`src/rtl/showcyc_pkg.sv`:
```
`timescale 1ns/1ps
package showcyc_pkg;

   typedef enum logic [1:0] {
      MODE_OFF        = 2'b00,
      MODE_SHOW_NOARB = 2'b01,
      MODE_SHOW       = 2'b10,
      MODE_SHOW_HALT  = 2'b11
   } show_mode_e;

   localparam logic [1:0] SIZE_BYTE = 2'b01;

endpackage

```
`src/rtl/showcyc_mode_dec.sv`:
```
`timescale 1ns/1ps
module showcyc_mode_dec
   import showcyc_pkg::*;
(
   input  logic [1:0] mode,
   input  logic       ext_grant,
   output logic       show_en,
   output logic       grant_eff,
   output logic       halt
);
   show_mode_e m;

   always_comb begin
      m         = show_mode_e'(mode);
      show_en   = (m != MODE_OFF);
      grant_eff = ext_grant && (m != MODE_SHOW_NOARB);
      halt      = ext_grant && (m == MODE_SHOW_HALT);
   end
endmodule

```
`src/rtl/showcyc_lane_mux.sv`:
```
`timescale 1ns/1ps
module showcyc_lane_mux #(
   parameter int DATA_W = 16
) (
   input  logic [DATA_W-1:0] din,
   input  logic              byte_rep,
   output logic [DATA_W-1:0] dout
);
   localparam int LANES = DATA_W / 8;

   for (genvar g = 0; g < LANES; g++) begin : g_lane
      if (g == 0) begin : g_low
         assign dout[7:0] = din[7:0];
      end else begin : g_up
         assign dout[g*8 +: 8] = byte_rep ? din[7:0] : din[g*8 +: 8];
      end
   end
endmodule

```
`src/rtl/showcyc_out_stage.sv`:
```
`timescale 1ns/1ps
module showcyc_out_stage #(
   parameter int W       = 8,
   parameter bit REG_OUT = 1'b1
) (
   input  logic         clk,
   input  logic         rst_n,
   input  logic [W-1:0] d,
   output logic [W-1:0] q
);
   if (REG_OUT) begin : g_reg
      always_ff @(posedge clk or negedge rst_n) begin
         if (!rst_n) q <= '0;
         else        q <= d;
      end
   end else begin : g_comb
      logic unused_clk;
      assign unused_clk = clk;
      assign q = rst_n ? d : '0;
   end
endmodule

```
`src/rtl/showcyc_bus_mux.sv`:
```
`timescale 1ns/1ps
module showcyc_bus_mux
   import showcyc_pkg::*;
#(
   parameter int ADDR_W  = 24,
   parameter int DATA_W  = 16,
   parameter bit REG_OUT = 1'b1
) (
   input  logic              clk,
   input  logic              rst_n,
   input  logic [ADDR_W-1:0] int_addr,
   input  logic [DATA_W-1:0] int_data,
   input  logic [1:0]        int_size,
   input  logic              int_rw,
   input  logic              int_valid,
   input  logic              int_is_ext,
   input  logic              ext_grant,
   input  logic [1:0]        mode,
   output logic [ADDR_W-1:0] ext_addr,
   output logic [DATA_W-1:0] ext_data,
   output logic              ext_data_oe,
   output logic              ext_strobe,
   output logic [1:0]        ext_size,
   output logic              halt_req
);
   localparam int OUT_W = ADDR_W + DATA_W + 2 + 3;

   if (DATA_W < 16 || (DATA_W % 8) != 0) begin : g_bad_data_w
      $error("showcyc_bus_mux: DATA_W must be a multiple of 8, at least 16");
   end
   if (ADDR_W < 1) begin : g_bad_addr_w
      $error("showcyc_bus_mux: ADDR_W must be positive");
   end

   logic show_en, grant_eff, halt;
   logic byte_rep;
   logic [DATA_W-1:0] lane_data;

   showcyc_mode_dec i_dec (
      .mode      (mode),
      .ext_grant (ext_grant),
      .show_en   (show_en),
      .grant_eff (grant_eff),
      .halt      (halt)
   );

   assign byte_rep = int_is_ext && !int_rw && (int_size == SIZE_BYTE);

   showcyc_lane_mux #(.DATA_W(DATA_W)) i_lanes (
      .din      (int_data),
      .byte_rep (byte_rep),
      .dout     (lane_data)
   );

   logic [ADDR_W-1:0] n_addr;
   logic [DATA_W-1:0] n_data;
   logic              n_oe, n_strobe;
   logic [1:0]        n_size;

   always_comb begin
      n_addr   = '0;
      n_data   = '0;
      n_oe     = 1'b0;
      n_strobe = 1'b0;
      n_size   = '0;
      if (int_valid && !grant_eff) begin
         if (int_is_ext) begin
            n_strobe = 1'b1;
            n_addr   = int_addr;
            n_size   = int_size;
            if (!int_rw) begin
               n_oe   = 1'b1;
               n_data = lane_data;
            end
         end else if (show_en) begin
            n_strobe = 1'b1;
            n_oe     = 1'b1;
            n_addr   = int_addr;
            n_size   = int_size;
            n_data   = lane_data;
         end
      end
   end

   logic [OUT_W-1:0] stage_d, stage_q;
   assign stage_d = {n_addr, n_data, n_size, n_oe, n_strobe, halt};

   showcyc_out_stage #(.W(OUT_W), .REG_OUT(REG_OUT)) i_out (
      .clk   (clk),
      .rst_n (rst_n),
      .d     (stage_d),
      .q     (stage_q)
   );

   assign {ext_addr, ext_data, ext_size, ext_data_oe, ext_strobe, halt_req} = stage_q;

   if (REG_OUT) begin : g_chk
      assert_halt_match_R9: assert property (@(posedge clk) disable iff (!rst_n)
         halt_req == $past(mode == 2'b11 && ext_grant));

      assert_granted_float_R7: assert property (@(posedge clk) disable iff (!rst_n)
         $past(ext_grant && mode != 2'b01) |-> (!ext_strobe && !ext_data_oe));

      assert_noshow_when_off_R2: assert property (@(posedge clk) disable iff (!rst_n)
         ext_strobe |-> $past(int_valid && (int_is_ext || mode != 2'b00)));

      assert_oe_write_or_show_R6: assert property (@(posedge clk) disable iff (!rst_n)
         ext_data_oe |-> $past(int_valid && (!int_rw || !int_is_ext)));

      assert_byte_replicated_R4: assert property (@(posedge clk) disable iff (!rst_n)
         (ext_data_oe && $past(int_is_ext && !int_rw && int_size == 2'b01))
         |-> (ext_data[15:8] == $past(int_data[7:0]) && ext_data[7:0] == $past(int_data[7:0])));

      assert_noarb_drives_R8: assert property (@(posedge clk) disable iff (!rst_n)
         $past(mode == 2'b01 && int_valid && !int_is_ext) |-> (ext_strobe && ext_data_oe));
   end
endmodule

```
`config.mk`:
```
export PLATFORM = sky130hd
export DESIGN_NAME = showcyc_bus_mux
export DESIGN_NICKNAME = d
export VERILOG_FILES = /design/src/rtl/showcyc_pkg.sv /design/src/rtl/showcyc_mode_dec.sv /design/src/rtl/showcyc_lane_mux.sv /design/src/rtl/showcyc_out_stage.sv /design/src/rtl/showcyc_bus_mux.sv
export SDC_FILE = /design/constraint.sdc
export NUM_CORES = 1
export LEC_CHECK = 0
export BUFFER_PORTS_ARGS = -buffer_cell sky130_fd_sc_hd__buf_2
export CORE_ASPECT_RATIO = 1.75
export CORE_MARGIN = 2
export CORE_UTILIZATION = 38
export DETAILED_ROUTE_END_ITERATION = 7
export HOLD_SLACK_MARGIN = 0.06
export PLACE_DENSITY = 0.75
export SETUP_SLACK_MARGIN = 0.4
export SLEW_MARGIN = 20
export SYNTH_ARGS = -nofsm -noshare
export SYNTH_HDL_FRONTEND = slang
export SYNTH_SLANG_ARGS = --single-unit
export TNS_END_PERCENT = 30
```
`constraint.sdc`:
```
create_clock -name clk -period 0.8 [get_ports clk]
set_clock_uncertainty 0.1 [all_clocks]
set_input_delay 0.12 -clock clk [delete_from_list [all_inputs] [get_ports clk]]
set_output_delay 0.12 -clock clk [all_outputs]
set_load 0.005 [all_outputs]
```
==> results_dict.tcl <==
set metrics [dict create \
    largest_reg_flops 45 \
    tightest_slew_ps 262 \
    crit_buf_inv 1 \
    setup-violations-final 69 \
    synthXorXnorAreaFrac_pct 0 \
    top_area_cells_in_the_synthesized_netlist "sky130_fd_sc_hd__dfrtp_1, sky130_fd_sc_hd__and2_1, sky130_fd_sc_hd__mux2i_1" \
    detail_route.vias_per_cell 4.37 \
    maxCapViolations 0 \
    failing_checks "negative hold slack, negative setup slack" \
    synth-adder-area-share_pct 0 \
    vdd_ir_drop_max_mv 1.41 \
    holdCritPathClass "primary input to asynchronous set/reset pin" \
    synth-warning-count 0 \
    gp_congestion 0.658 \
    synth_top_family_by_area "simple AND/OR/NAND/NOR gates" \
    dp.cells 255 \
    core_mm2 0.00390 \
    numCtsBuffers 5 \
    drt-pass1-iter-count 2 \
    dp_hpwl_mm 2.51 \
    worst-endpoint-required_ps 580 \
    layout-drive-gt1-share_pct 54.9 \
    postSynthNetCount 157 \
    fin_nets 264 \
    groute.layer.met2.usage_pct 27.8 \
    maxSlewHeadroom_pct 82.5 \
    clkSinkCount 45 \
    critical-path-top-delay-family "flip-flops" \
    grt_antenna_before_repair 0 \
    fillers 358 \
    routed_wirelength_mm 3.35 \
    io_buffer_count 94 \
    register_ranked_first_by_flip_flop_count "i_out.q" \
    layout_top_registers "i_out.q x45" \
    final_core_utilization_pct 59.5 \
    timing.setup.critical_path_class "flop to output port" \
    die_width_um 52.4 \
    critical-path-slowest-cell "sky130_fd_sc_hd__dfrtp_1" \
    dieArea_mm2 0.00465 \
    min_period_over_period_pct 126 \
    detail_route.iter0.violations 10 \
    status "finished, violations left" \
    syn_area_mm2 0.00156 \
    gr-total-overflow 0 \
    timing.final.crit_period_ps 1010 \
    global_route_wire_length_before_repair_mm 5.11 \
    rows 30 \
    syn_to_layout_area_delta_pct 48.9 \
    postSynthRegisterBits 45 \
    synthSimpleGateAreaFrac_pct 17.5 \
    synth-compound-area-share_pct 2.89 \
    crit_path_max_fanout 1 \
    antenna_left 0 \
    regArea_mm2 0.00113 \
    layoutNonFillerInstCount 263 \
    startpoint_type "flop" \
    globalRouteTotalUtil_pct 15.2 \
    synthCells 107 \
    final_critical_path_setup_slack_ps -211 \
    groute.layer.met3.usage_pct 5.07 \
    slew_violations 0 \
    average_detailed_routed_wire_length_per_instance_um 12.7 \
    grt_start_max_net_pins 34 \
    global_route.peak_usage_layer "met2" \
    leakage_nw 1.32 \
    final_cell_mix "sky130_fd_sc_hd__buf_2, sky130_fd_sc_hd__dfrtp_1, sky130_fd_sc_hd__and2_1, sky130_fd_sc_hd__nor2_1, sky130_fd_sc_hd__buf_4" \
    vias 1148 \
    startpoint "i_out.q[17]$_DFF_PN0_" \
    first_global_vias 1154 \
    worstSetupEndpoint "ext_data[12]" \
    path_depth 1 \
    critical_path_arrival_ps 790 \
    synthDominantCellAreaShare_pct 72.2 \
    synth.avg_cell_area_um2 14.6 \
    synth_mux_area_share_pct 5.13 \
    max_stage_delay_ps 380 \
    worst_hold_slack_ps -314 \
    cts-root-buf "sky130_fd_sc_hd__clkbuf_8" \
    post-synth-top-area-cell "sky130_fd_sc_hd__dfrtp_1" \
    netlist-cell-type-count 14 \
    h_tree_lvls 2 \
    max_freq_ghz 0.989 \
    rsz_0062_raised_after_global_routing "yes" \
    cell_pwr_density_mw_per_mm2 2000 \
    register_area_share_after_synthesis_pct 72.2 \
    antenna-diode-count 0 \
    maximum_number_of_buffers_from_clock_root_to_sink 2 \
    timing.critical_path.to_type "output port" \
    multiInputGateArea_um2 432 \
    initial_core_util_pct 40.0 \
    most_frequent_standard_cell_in_the_layout_excluding_fill_and_tap_cells "sky130_fd_sc_hd__buf_2" \
    die_y_um 88.8 \
    grt_util_met1_pct 14.8 \
    tritoncts "yes" \
    final_hold_viol_count 85 \
    dpl_worst_slack_ps -466 \
    drt_drc_violations_left 0 \
    cts.clk_slew.worst_paths_ps 80 \
    critical_path.cell_chain "buf_2" \
    floorplan.io_pins 95 \
]
logic make-up after synthesis:
group | count (synthesis)
simple gates | 47
buf+inv | 4
flops | 45
mux | 8
compound gates | 3
per-stage QoR:
step	power (mW)	setup TNS [ps]	cell area [um2]
floorplan	2.61	-9770	1570
global placement	2.93	-17890	2150
detailed placement	2.94	-18820	2150
CTS	4.73	-10370	2300
global route	4.87	-12280	2320
finish	4.66	-9920	2320
worst min path at each step:
stage / endpoint / slack (ps) / cells past startpoint
2_1_floorplan: i_out.q[0]$_DFF_PN0_ / -280 / 0
3_3_place_gp: i_out.q[18]$_DFF_PN0_ / -2 / 2
3_5_place_dp: i_out.q[14]$_DFF_PN0_ / 5 / 2
4_1_cts: i_out.q[14]$_DFF_PN0_ / -320 / 2
5_1_grt: i_out.q[14]$_DFF_PN0_ / -300 / 2
6_report: i_out.q[14]$_DFF_PN0_ / -310 / 2
cells in the mapped netlist:
| master | instances |
|---|---|
| sky130_fd_sc_hd__dfrtp_1 | 45 |
| sky130_fd_sc_hd__and2_1 | 34 |
| sky130_fd_sc_hd__mux2i_1 | 8 |
| sky130_fd_sc_hd__nor2_1 | 8 |
| sky130_fd_sc_hd__buf_6 | 2 |
| sky130_fd_sc_hd__nand2_1 | 2 |
| sky130_fd_sc_hd__and3_1 | 1 |
| sky130_fd_sc_hd__buf_4 | 1 |
| sky130_fd_sc_hd__inv_4 | 1 |
| sky130_fd_sc_hd__nor2b_1 | 1 |
| sky130_fd_sc_hd__nor4bb_1 | 1 |
| sky130_fd_sc_hd__o2111ai_4 | 1 |
| sky130_fd_sc_hd__o21a_2 | 1 |
| sky130_fd_sc_hd__o21ba_1 | 1 |
cell type report:
cell class              count  area share, %
repair buffers            103           24.9
clock inverters             2           1.62
multi-input cells          58           18.6
clock buffers               6           3.55
flip-flops and latches     45           48.5
well taps                  48           2.58
inverters                   1          0.269
layer usage:
layer / routed length, um / part of all wire, % / vias to the layer above
li1: - / - / 547
met3: 315 / 9.4 / 4
met4: 40 / 1.2 / 0
met1: 1140 / 34 / 531
met2: 1850 / 55 / 66
met5: 0 / 0 / -
timing repair:
action,CTS,global route
endpoints found under the setup margin,90,90
resized for setup,7,5
buffers inserted,0,0
pin swaps,19,2
hold endpoints to repair,88,86
report_power, final:
part	leakage, nW	switching, mW	internal, mW
Combinational	0.658	0.230	0.286
Clock	0.0574	0.728	1.01
Sequential	0.605	0.0239	2.37
Power figures use the tool's default switching activity.
